==> config.mk <==
export PLATFORM = sky130hd
export DESIGN_NAME = sd_cmd_engine
export DESIGN_NICKNAME = d
export VERILOG_FILES = /design/src/rtl/sd_cmd_pkg.sv /design/src/rtl/sd_cmd_crc7.sv /design/src/rtl/sd_cmd_tx.sv /design/src/rtl/sd_cmd_rx.sv /design/src/rtl/sd_cmd_engine.sv
export SDC_FILE = /design/constraint.sdc
export NUM_CORES = 1
export LEC_CHECK = 0
export BUFFER_PORTS_ARGS = -buffer_cell sky130_fd_sc_hd__buf_2
export CAP_MARGIN = 5
export CORE_ASPECT_RATIO = 2
export CORE_MARGIN = 1
export CORE_UTILIZATION = 50
export CTS_CLUSTER_SIZE = 12
export DETAILED_ROUTE_END_ITERATION = 8
export PLACE_DENSITY = 0.71
export SETUP_SLACK_MARGIN = 0.02
export SYNTH_ARGS = -nofsm -noshare
export SYNTH_HDL_FRONTEND = slang
export SYNTH_SLANG_ARGS = --single-unit
==> constraint.sdc <==
create_clock -name clk -period 5.5 [get_ports clk]
set_input_delay 1.65 -clock clk [delete_from_list [all_inputs] [get_ports clk]]
set_output_delay 1.65 -clock clk [all_outputs]
set_load 0.03 [all_outputs]
==> src/rtl/sd_cmd_pkg.sv <==
package sd_cmd_pkg;

    localparam int ARG_W         = 32;
    localparam int IDX_W         = 6;
    localparam int CRC_W         = 7;
    localparam int CMD_FRAME_W   = 2 + IDX_W + ARG_W + CRC_W + 1;
    localparam int CRC_SPAN      = 2 + IDX_W + ARG_W;
    localparam int SHORT_RESP_W  = 48;
    localparam int LONG_RESP_W   = 136;
    localparam int LONG_CRC_SKIP = 8;
    localparam int RESP_STORE_W  = 128;

    // command word bit positions
    localparam int CW_START   = 31;
    localparam int CW_CLKONLY = 21;
    localparam int CW_WAITDAT = 13;
    localparam int CW_CRCCHK  = 8;
    localparam int CW_LONG    = 7;
    localparam int CW_RESP    = 6;

    typedef enum logic [3:0] {
        ST_IDLE     = 4'd0,
        ST_BUSYWAIT = 4'd1,
        ST_SEND     = 4'd2,
        ST_RESPWAIT = 4'd3,
        ST_RECV     = 4'd4
    } eng_state_e;

    typedef struct packed {
        logic             start;
        logic             clk_only;
        logic             wait_dat;
        logic             crc_chk;
        logic             long_rsp;
        logic             rsp_exp;
        logic [IDX_W-1:0] idx;
    } cmd_flags_t;

    function automatic cmd_flags_t decode_cmd(input logic [31:0] w);
        cmd_flags_t f;
        f.start    = w[CW_START];
        f.clk_only = w[CW_CLKONLY];
        f.wait_dat = w[CW_WAITDAT];
        f.crc_chk  = w[CW_CRCCHK];
        f.long_rsp = w[CW_LONG];
        f.rsp_exp  = w[CW_RESP];
        f.idx      = w[IDX_W-1:0];
        return f;
    endfunction

    function automatic logic [CRC_W-1:0] crc7_step(input logic [CRC_W-1:0] c, input logic b);
        logic fb;
        fb = b ^ c[CRC_W-1];
        return {c[CRC_W-2:0], 1'b0} ^ (fb ? 7'h09 : 7'h00);
    endfunction

    function automatic logic [CRC_W-1:0] crc7_block(input logic [CRC_SPAN-1:0] d);
        logic [CRC_W-1:0] c;
        c = '0;
        for (int i = CRC_SPAN - 1; i >= 0; i--) begin
            c = crc7_step(c, d[i]);
        end
        return c;
    endfunction

endpackage

==> src/rtl/sd_cmd_crc7.sv <==
module sd_cmd_crc7
    import sd_cmd_pkg::*;
(
    input  logic             clk,
    input  logic             rst,
    input  logic             clr,
    input  logic             en,
    input  logic             din,
    output logic [CRC_W-1:0] crc
);
    always_ff @(posedge clk) begin
        if (rst || clr) begin
            crc <= '0;
        end else if (en) begin
            crc <= crc7_step(crc, din);
        end
    end
endmodule

==> src/rtl/sd_cmd_tx.sv <==
module sd_cmd_tx
    import sd_cmd_pkg::*;
(
    input  logic             clk,
    input  logic             rst,
    input  logic             tick,
    input  logic             load,
    input  logic [IDX_W-1:0] idx,
    input  logic [ARG_W-1:0] arg,
    output logic             line,
    output logic             active,
    output logic             last
);
    localparam int CNT_W = $clog2(CMD_FRAME_W);
    localparam logic [CNT_W-1:0] LAST_BIT = CNT_W'(CMD_FRAME_W - 1);

    logic [CMD_FRAME_W-1:0] sh;
    logic [CNT_W-1:0]       cnt;
    logic [CRC_SPAN-1:0]    head;

    assign head = {2'b01, idx, arg};
    assign last = active && (cnt == LAST_BIT);
    assign line = active ? sh[CMD_FRAME_W-1] : 1'b1;

    always_ff @(posedge clk) begin
        if (rst) begin
            sh     <= '0;
            cnt    <= '0;
            active <= 1'b0;
        end else if (load) begin
            sh     <= {head, crc7_block(head), 1'b1};
            cnt    <= '0;
            active <= 1'b1;
        end else if (active && tick) begin
            if (cnt == LAST_BIT) begin
                active <= 1'b0;
            end else begin
                sh  <= {sh[CMD_FRAME_W-2:0], 1'b0};
                cnt <= cnt + 1'b1;
            end
        end
    end

    AST_TX_OPENS_LOW: assert property (@(posedge clk) disable iff (rst)
        $rose(active) |-> !line) else $error("frame did not open with a low bit");
    AST_TX_HOLD_NO_TICK: assert property (@(posedge clk) disable iff (rst)
        (active && $past(active) && !$past(tick)) |-> $stable(line)) else $error("line moved without tick");
endmodule

==> src/rtl/sd_cmd_rx.sv <==
module sd_cmd_rx
    import sd_cmd_pkg::*;
(
    input  logic                   clk,
    input  logic                   rst,
    input  logic                   clr,
    input  logic                   en,
    input  logic                   tick,
    input  logic                   long_mode,
    input  logic                   din,
    output logic                   done_q,
    output logic [LONG_RESP_W-1:0] sh,
    output logic                   crc_ok,
    output logic                   frame_ok,
    output logic [IDX_W-1:0]       idx
);
    localparam int CNT_W = $clog2(LONG_RESP_W);
    localparam logic [CNT_W-1:0] SHORT_LAST = CNT_W'(SHORT_RESP_W - 1);
    localparam logic [CNT_W-1:0] LONG_LAST  = CNT_W'(LONG_RESP_W - 1);
    localparam logic [CNT_W-1:0] SHORT_HI   = CNT_W'(CRC_SPAN - 1);
    localparam logic [CNT_W-1:0] LONG_LO    = CNT_W'(LONG_CRC_SKIP);
    localparam logic [CNT_W-1:0] LONG_HI    = CNT_W'(RESP_STORE_W - 1);

    logic             started, finished, accept, crc_en;
    logic [CNT_W-1:0] cnt, ix, last_ix, lo, hi;
    logic [CRC_W-1:0] crc;

    assign ix      = started ? cnt : '0;
    assign last_ix = long_mode ? LONG_LAST : SHORT_LAST;
    assign lo      = long_mode ? LONG_LO : '0;
    assign hi      = long_mode ? LONG_HI : SHORT_HI;
    assign accept  = en && tick && !finished && (started || !din);
    assign crc_en  = accept && (ix >= lo) && (ix <= hi);

    sd_cmd_crc7 u_crc (
        .clk (clk),
        .rst (rst),
        .clr (clr),
        .en  (crc_en),
        .din (din),
        .crc (crc)
    );

    always_ff @(posedge clk) begin
        done_q <= 1'b0;
        if (rst || clr) begin
            sh       <= '0;
            cnt      <= '0;
            started  <= 1'b0;
            finished <= 1'b0;
            done_q   <= 1'b0;
        end else if (accept) begin
            sh <= {sh[LONG_RESP_W-2:0], din};
            if (ix == last_ix) begin
                started  <= 1'b0;
                finished <= 1'b1;
                done_q   <= 1'b1;
            end else begin
                started <= 1'b1;
                cnt     <= ix + 1'b1;
            end
        end
    end

    assign crc_ok   = (crc == sh[CRC_W:1]);
    assign frame_ok = sh[0] && !(long_mode ? sh[LONG_RESP_W-2] : sh[SHORT_RESP_W-2]);
    assign idx      = long_mode ? sh[LONG_RESP_W-3 -: IDX_W] : sh[SHORT_RESP_W-3 -: IDX_W];

    AST_RX_COUNT_BOUND: assert property (@(posedge clk) disable iff (rst)
        started |-> (cnt <= last_ix)) else $error("receive count past frame length");
    AST_RX_DONE_FINISHED: assert property (@(posedge clk) disable iff (rst)
        done_q |-> (finished && !started)) else $error("done without finished frame");
endmodule

==> src/rtl/sd_cmd_engine.sv <==
module sd_cmd_engine
    import sd_cmd_pkg::*;
#(
    parameter int TMO_W = 8,
    parameter logic [TMO_W-1:0] TMO_RESET = TMO_W'(64)
) (
    input  logic                    clk,
    input  logic                    rst,
    input  logic                    bit_tick,
    input  logic                    arg_wr,
    input  logic [ARG_W-1:0]        arg_wdata,
    input  logic                    cmd_wr,
    input  logic [31:0]             cmd_wdata,
    input  logic                    tmo_wr,
    input  logic [TMO_W-1:0]        tmo_wdata,
    input  logic                    data_busy,
    input  logic                    cmd_in,
    output logic                    cmd_out,
    output logic                    cmd_oe,
    output logic                    clk_update,
    output logic [31:0]             cmd_word,
    output logic [31:0]             status,
    output logic [RESP_STORE_W-1:0] resp_words,
    output logic                    ev_done,
    output logic                    ev_resp_err,
    output logic                    ev_crc_err,
    output logic                    ev_timeout
);
    eng_state_e             state;
    logic [ARG_W-1:0]       arg_q;
    logic [31:0]            cmd_q;
    logic [TMO_W-1:0]       tmo_q, tmo_cnt;
    logic [IDX_W-1:0]       last_idx;
    cmd_flags_t             fl;
    logic                   go, tx_load, tx_active, tx_last, tx_line;
    logic                   rx_done, rx_crc_ok, rx_frame_ok, rx_en;
    logic [LONG_RESP_W-1:0] rx_sh;
    logic [IDX_W-1:0]       rx_idx;

    assign fl = decode_cmd(cmd_q);
    assign go = bit_tick && fl.start &&
                (((state == ST_IDLE) && !(fl.wait_dat && data_busy)) ||
                 ((state == ST_BUSYWAIT) && !data_busy));
    assign tx_load = go && !fl.clk_only;
    assign rx_en   = (state == ST_RESPWAIT) || (state == ST_RECV);

    sd_cmd_tx u_tx (
        .clk    (clk),
        .rst    (rst),
        .tick   (bit_tick),
        .load   (tx_load),
        .idx    (fl.idx),
        .arg    (arg_q),
        .line   (tx_line),
        .active (tx_active),
        .last   (tx_last)
    );

    sd_cmd_rx u_rx (
        .clk       (clk),
        .rst       (rst),
        .clr       (tx_load),
        .en        (rx_en),
        .tick      (bit_tick),
        .long_mode (fl.long_rsp),
        .din       (cmd_in),
        .done_q    (rx_done),
        .sh        (rx_sh),
        .crc_ok    (rx_crc_ok),
        .frame_ok  (rx_frame_ok),
        .idx       (rx_idx)
    );

    always_ff @(posedge clk) begin
        ev_done     <= 1'b0;
        ev_resp_err <= 1'b0;
        ev_crc_err  <= 1'b0;
        ev_timeout  <= 1'b0;
        clk_update  <= 1'b0;
        if (rst) begin
            state      <= ST_IDLE;
            arg_q      <= '0;
            cmd_q      <= '0;
            tmo_q      <= TMO_RESET;
            tmo_cnt    <= '0;
            last_idx   <= '0;
            resp_words <= '0;
        end else begin
            if (arg_wr) arg_q <= arg_wdata;
            if (tmo_wr) tmo_q <= tmo_wdata;
            if (cmd_wr && (state == ST_IDLE) && !cmd_q[CW_START]) cmd_q <= cmd_wdata;

            if (go) begin
                cmd_q[CW_START] <= 1'b0;
                if (fl.clk_only) begin
                    clk_update <= 1'b1;
                    state      <= ST_IDLE;
                end else begin
                    state <= ST_SEND;
                end
            end else begin
                unique case (state)
                    ST_IDLE: begin
                        if (bit_tick && fl.start && fl.wait_dat && data_busy) state <= ST_BUSYWAIT;
                    end
                    ST_BUSYWAIT: ;
                    ST_SEND: begin
                        if (bit_tick && tx_last) begin
                            tmo_cnt <= '0;
                            if (fl.rsp_exp) begin
                                state <= ST_RESPWAIT;
                            end else begin
                                ev_done <= 1'b1;
                                state   <= ST_IDLE;
                            end
                        end
                    end
                    ST_RESPWAIT: begin
                        if (bit_tick) begin
                            if (!cmd_in) begin
                                state <= ST_RECV;
                            end else if (tmo_cnt == tmo_q - TMO_W'(1)) begin
                                ev_timeout <= 1'b1;
                                ev_done    <= 1'b1;
                                state      <= ST_IDLE;
                            end else begin
                                tmo_cnt <= tmo_cnt + TMO_W'(1);
                            end
                        end
                    end
                    ST_RECV: begin
                        if (rx_done) begin
                            if (fl.long_rsp) resp_words <= rx_sh[RESP_STORE_W-1:0];
                            else resp_words[ARG_W-1:0] <= rx_sh[CRC_SPAN-1:CRC_W+1];
                            last_idx    <= rx_idx;
                            ev_done     <= 1'b1;
                            ev_crc_err  <= fl.crc_chk && !rx_crc_ok;
                            ev_resp_err <= !rx_frame_ok;
                            state       <= ST_IDLE;
                        end
                    end
                    default: state <= ST_IDLE;
                endcase
            end
        end
    end

    assign cmd_out  = tx_line;
    assign cmd_oe   = tx_active;
    assign cmd_word = cmd_q;
    assign status   = {15'b0, last_idx, 3'b0, state, 4'b0};

    AST_CRC_ERR_ENDS_CMD: assert property (@(posedge clk) disable iff (rst)
        ev_crc_err |-> ev_done) else $error("crc error without done");
    AST_TIMEOUT_CLEAN: assert property (@(posedge clk) disable iff (rst)
        ev_timeout |-> (ev_done && !ev_crc_err && !ev_resp_err)) else $error("timeout mixed with response events");
    AST_BUSY_HOLDS_START: assert property (@(posedge clk) disable iff (rst)
        (state == ST_BUSYWAIT) |-> (cmd_q[CW_START] && !cmd_oe)) else $error("busy wait lost start or drove line");
    AST_CLKUPD_QUIET: assert property (@(posedge clk) disable iff (rst)
        clk_update |-> (!cmd_oe && !cmd_q[CW_START] && !ev_done)) else $error("clock update touched line");
    AST_OE_ONLY_SENDING: assert property (@(posedge clk) disable iff (rst)
        cmd_oe |-> (state == ST_SEND)) else $error("line driven outside send");
    AST_WORD_FROZEN_BUSY: assert property (@(posedge clk) disable iff (rst)
        ((state != ST_IDLE) && ($past(state) != ST_IDLE)) |-> $stable(cmd_q[30:0])) else $error("command word changed mid command");
endmodule

# --- Yosys cells after proc, flatten, opt, wreduce, memory -nomap -nowiden ---
# Cells that the tools add are included.
totals:
  reg_bits: 431
  inputBits: 80
  output_inout_bits: 199
  word_cells: 263
classes:
  addsub: 4
  magnitude_cmp: 2
  n_eq_ne: 19
  mux: 78
  n_bitwise: 84
  reduce_logical: 52
op_table:
  columns: ["op", "n"]
  rows:
  - ["$xor A7 B7 Y7", 37]
  - ["$mux W4", 47]
  - ["$mux W47", 3]
  - ["$mux W8", 6]
  - ["$xor A1 B1 Y1", 37]
  - ["$mux W32", 1]
  - ["$logic_and A1 B1 Y1", 20]
  - ["$pmux W4 S5", 1]
  - ["$add A8 B1 Y8 const B", 2]
  - ["$eq A8 B8 Y1", 2]
  - ["$pmux W8 S2", 1]
  - ["$mux W1", 14]
  - ["$reduce_and A6 Y1", 2]
  - ["$ne A2 B2 Y1 const B", 5]
  - ["$reduce_and A2 Y1", 5]
  - ["$logic_not A1 Y1", 9]
  - ["$eq A4 B2 Y1 const B", 2]
  - ["$ge A8 B8 Y1", 1]
  - ["$le A8 B8 Y1", 1]
  - ["$reduce_or A2 Y1", 4]
  - ["$sub A8 B1 Y8 const B", 1]
  - ["$eq A7 B7 Y1", 1]
  - ["$mux W7", 1]
  - ["$not A1 Y1", 7]
  - ["other kinds (21)", 29]

# --- Longest topological paths before layout ---
logic_depth:
  depth_word: 112
  ltp_mapped: 12
  depth_no_buf: 10

# --- Hierarchy ---
# A second synthesis with hierarchy kept.
unflattened:
  hier_cells: 2104
  hier_area_um2: 17553.1
by_module_without_submodules:
  columns: ["module", "n_inst", "cells_per_inst", "area_per_inst_um2", "seq_area_each_um2"]
  rows:
  - ["sd_cmd_engine", 1, 1019, 8618.3, 4444.3]
  - ["sd_cmd_rx", 1, 701, 5530.3, 2942.8]
  - ["sd_cmd_tx", 1, 356, 3128.0, 1101.1]
  - ["sd_cmd_crc7", 1, 28, 276.5, 140.1]

# --- Worst setup path after synthesis ---
# Ideal clock, no wire load.
synth_path:
  path_type: "input to register"
  startpoint: "in bit_tick"
  endpoint: "reg u_rx.sh[104]"
  setup_ps: 132
  t_arrival_ps: 3387
  t_required_ps: 5368
  path_slack_ps: 1981
  path_stages: 9
  path_buffers: 5
  cell_sequence: "clkbuf_1 > nand4_1 > or2_2 > clkbuf_1 > nand2b_1 > buf_2 > clkbuf_1 > clkbuf_1 > a21oi_1"
synth_via:
  elab_chain_len: 4
  word_cells_on_any_way: 7
synth_rtl:
  columns: ["item", "line", "text"]
  rows:
  - ["from (decl)", "sd_cmd_engine.sv:9", "input logic bit_tick,"]
  - ["$logic_and A1 B1 Y1 (2 in series)", "sd_cmd_engine.sv:41", "assign go = bit_tick && fl.start &&"]
  - ["$logic_and A1 B1 Y1", "sd_cmd_engine.sv:44", "assign tx_load = go && !fl.clk_only;"]
  - ["$logic_or A1 B1 Y1", "sd_cmd_rx.sv:46", "if (rst || clr) begin"]
  - ["to (signal assigned)", "sd_cmd_rx.sv:53", "sh <= {sh[LONG_RESP_W-2:0], din};"]
  - ["to (decl)", "sd_cmd_rx.sv:12", "output logic [LONG_RESP_W-1:0] sh,"]
# Parallel ways exist; a longest one is shown, timed or not.
# A chain may end at the register's enable or synchronous reset.

# --- Final worst setup path ---
layout_path:
  startpoint: "reg cmd_q[7] (netlist: cmd_word[7])"
  endpoint: "out cmd_word[7]"
layout_rtl:
  columns: ["item", "line", "text"]
  rows:
  - ["from (decl)", "sd_cmd_engine.sv:31", "logic [31:0] cmd_q;"]
  - ["from (signal assigned)", "sd_cmd_engine.sv:91", "if (cmd_wr && (state == ST_IDLE) && !cmd_q[CW_START]) cmd_q <= cmd_wdata;"]
  - ["to (decl)", "sd_cmd_engine.sv:21", "output logic [31:0] cmd_word,"]
# No word-level cell between the ends.

==> flow_metrics.py <==
metrics = {
    "outcome": {
        "run_status": "completed",
    },
    "die": {
        "dieWidth_um": 134,
        "io_pins": 279,
        "coreArea_sq_mm": 0.0342,
        "fp-row-count": 96,
        "die_h_um": 265,
        "initial_core_util_pct": 50.5,
        "dieArea_sq_mm": 0.0354,
    },
    "setup_path": {
        "crit_fanout": 46,
        "worstSetupPathType": "flop to output pin",
        "worst_path_largest_cell_delay_ns": 0.63,
        "path_buf_inv": 2,
        "cp_data_arrival_time_ns": 1.85,
        "crit_family": "buffers and inverters",
        "endpoint_kind": "output pin",
        "required_ns": 3.85,
        "start_kind": "flop",
        "cp_cell_sequence": "buf_4 -> buf_2",
        "slowest_stage": "buf_4",
    },
    "synth": {
        "yosysWarningCount": 0,
        "synth_fa_ha_area_share_pct": 0.651,
        "synth_cell_types": 55,
        "synth_compound_area_share_pct": 13.5,
        "syn_avg_cell_area_sq_um": 8.20,
        "synth_xor_area_share_pct": 5.58,
        "synthesis.area_sq_mm": 0.0173,
        "synth_top_family_by_area": "simple AND/OR/NAND/NOR gates",
        "synthArstFlopShare_pct": 0,
        "synthMuxAreaShare_pct": 5.32,
        "ys.flop_type": "dfxtp_1",
        "yosys.area_share.simple_pct": 20.5,
        "synth-seq-cells": 430,
        "synthCells": 2109,
        "ys_seq_area_share_pct": 49.8,
        "synth-edff-count": 0,
    },
    "clocking": {
        "clk_latency_ns": 0.56,
        "post_cts_buffers": 0,
        "clkSlewWorstSetupHoldPaths_ns": 0.06,
        "clkSinkCount": 430,
        "ctsResizeCount": 0,
        "cts_buffers": 42,
        "cts_root_buffer": "clkbuf_16",
        "htree_levels": 2,
        "holdBufCountCts": 0,
        "cts_tree": "built",
        "cts_buffer_depth": 3,
    },
    "place": {
        "gp_congestion": 0.886,
        "port_buffers": 255,
        "dp.cells": 2660,
        "pre_cts_slack_ns": 1.47,
        "dpl.hpwl_mm": 28.8,
    },
    "cells_and_area": {
        "stdcell_count": 2711,
        "synthToLayoutAreaGrowth_pct": 14.3,
        "drive_gt1_share_pct": 15.0,
        "n_antenna_cell": 0,
        "fillers": 3127,
        "final_nets": 2353,
    },
    "drt": {
        "vias_per_cell": 5.36,
        "vias": 14500,
        "antenna_left": 0,
        "wirelength_mm": 43.3,
        "drt-wirelength-per-cell_um": 16.0,
        "first_pass_iters": 5,
        "first_iter_violations": 828,
        "drc": 0,
    },
    "global_route": {
        "grt_pass1_wl_mm": 69.9,
        "grt_overflow": 0,
        "grt.total_usage_pct": 24.2,
        "grt_pass1_vias": 14100,
        "grt_max_degree": 154,
        "antenna_found_initial": 0,
    },
    "run": {
        "drv_cap": 0,
    },
    "timing": {
        "worst_pin_slew_ns": 1.25,
        "rsz0062_at_grt": "no",
        "slew_viol_final": 0,
        "layout_worst_path_cycle_share_pct": 63.6,
        "fin_ws_ns": 2.00,
        "setup-tns-final_ns": 0,
        "fmax_mhz": 286,
        "fin_worst_skew_ns": 0.0264,
        "maxSlewHeadroom_pct": 16.6,
        "timing.final.crit_period_ns": 3.50,
        "finalSetupViolations": 0,
        "timing_hold_violations_final": 0,
    },
    "power": {
        "switchingPower_w": 0.00160,
        "switching_share_pct": 24.6,
        "power_frac_comb_pct": 10.8,
        "p_per_area_mw_per_mm2": 328,
        "power_frac_seq_pct": 49.6,
        "ir_drop_v": 0.000244,
        "intPower_w": 0.00490,
        "clock_power_share_pct": 39.7,
        "p_leak_nw": 7.52,
    },
    "min_path": {
        "hold_class": "flop to flop",
    },
}
-- layout make-up --
cell class / instances / area, sq um / area share, %
sequential: 430 / 8610 / 43.5
multi-input combinational: 1513 / 8010 / 40.5
timing repair buffer: 269 / 1410 / 7.15
clock buffer: 46 / 1110 / 5.60
tap: 441 / 552 / 2.79
clock inverter: 4 / 46.3 / 0.234
inverter: 8 / 30.0 / 0.152
-- cells in the final DEF (no fill, tap or decap), types with 9 or more instances in the layout --
| cell | count |
|---|---|
| nand4_1 | 10 |
| xnor2_1 | 68 |
| nor2_1 | 160 |
| a211oi_1 | 43 |
| nand2_1 | 646 |
| a21oi_1 | 283 |
| o21ai_0 | 9 |
| nand3_1 | 13 |
| conb_1 | 23 |
| buf_2 | 254 |
| clkbuf_16 | 43 |
| xor2_1 | 19 |
| ha_1 | 9 |
| buf_4 | 11 |
| a311oi_1 | 43 |
| nor3_1 | 15 |
| mux2i_1 | 92 |
| dfxtp_1 | 429 |
-- path summary, 6_finish.rpt --
| kind | end | slack [ns] | depth (start not counted) | from |
|---|---|---|---|---|
| max | cmd_word[7] | 2.00 | 2 | cmd_word[7] |
| min | resp_words[75] | 0.45 | 2 | resp_words[75] |
| max reg2reg | u_rx.cnt[5] | 2.41 | 8 | state[1] |
| min reg2reg | resp_words[75] | 0.45 | 2 | resp_words[75] |
-- sequential cells by signal (all words and copies together) (netlist names), 3 cells and up --
signal	count
state	3
u_rx.cnt	8
cmd_word	32
u_tx.sh	48
u_rx.u_crc.crc	7
u_tx.cnt	6
tmo_cnt	8
arg_q	32
resp_words	128
last_idx	6
tmo_q	8
u_rx.sh	135
-- power by group through the flow --
stage | logic (W) | clock network (W) | registers, W
2_1_floorplan | 0.000548 | 0 | 0.00330
6_report | 0.000698 | 0.00257 | 0.00322
3_5_place_dp | 0.000697 | 0 | 0.00329
4_1_cts | 0.000705 | 0.00264 | 0.00322
3_3_place_gp | 0.000688 | 0 | 0.00329
5_1_grt | 0.000757 | 0.00274 | 0.00322
-- stage by stage --
stage | instance area (sq um) | hold slack, ns | util [%] | power, W
floorplan | 17400 | 0.431 | - | 0.00385
global placement | 18600 | 0.438 | 54.4 | 0.00397
detailed placement | 18600 | 0.444 | 54.4 | 0.00398
CTS | 19800 | 0.452 | 57.7 | 0.00656
global route | 19800 | 0.470 | 57.8 | 0.00673
finish | 19800 | 0.450 | 57.8 | 0.00649
-- routing by layer --
layer  track usage (%)  vias up  part of all wire (%)
met5                 0        -                     0
met4              10.6        0                   3.9
met3              3.91       91                   4.8
met2              45.3      379                    53
met1              26.4     6843                    38
li1                  -     7226                     -
-- worst register-to-register path, cell delays in order, from the launching register on --
cell	delay (ns)
dfxtp_1	0.57
nor2b_1	0.31
nand2_1	0.24
a21oi_4	0.21
buf_4	0.38
o21ai_0	0.39
clkbuf_2	0.26
or4_1	0.52
a21oi_1	0.15
-- synth_stat cells (4+ instances only) --
master	instances	area share (%)
nand3_1	13	0.38
mux2i_1	92	5.3
xnor2_1	68	3.4
a311oi_1	43	2.2
or2_2	4	0.14
o21ai_0	9	0.26
nor2b_1	7	0.25
nand4_1	10	0.36
nor2_1	161	3.5
dfxtp_1	430	50
buf_1	17	0.37
xor2_1	19	0.96
inv_1	8	0.17
a21oi_1	284	8.2
ha_1	9	0.65
buf_4	24	1.0
nand2_1	647	14
clkbuf_1	132	2.9
buf_2	7	0.20
nand2b_1	7	0.25
and3_1	4	0.14
a211oi_1	43	1.9
and2_1	8	0.29
nor3_1	15	0.43
a21o_1	4	0.17
-- cell families (layout without fill, tap and decap cells) --
kind of cell | after synthesis | in the layout
AO/OA/AOI/OAI | 400 | 400
XOR/XNOR | 96 | 96
adder cells (fa/ha/maj) | 9 | 9
buffers and inverters | 188 | 327
flip-flops | 430 | 430
multiplexers | 92 | 92
other | 1 | 23
AND/OR/NAND/NOR | 893 | 893
No activity file was read; power rests on OpenSTA's default activity.
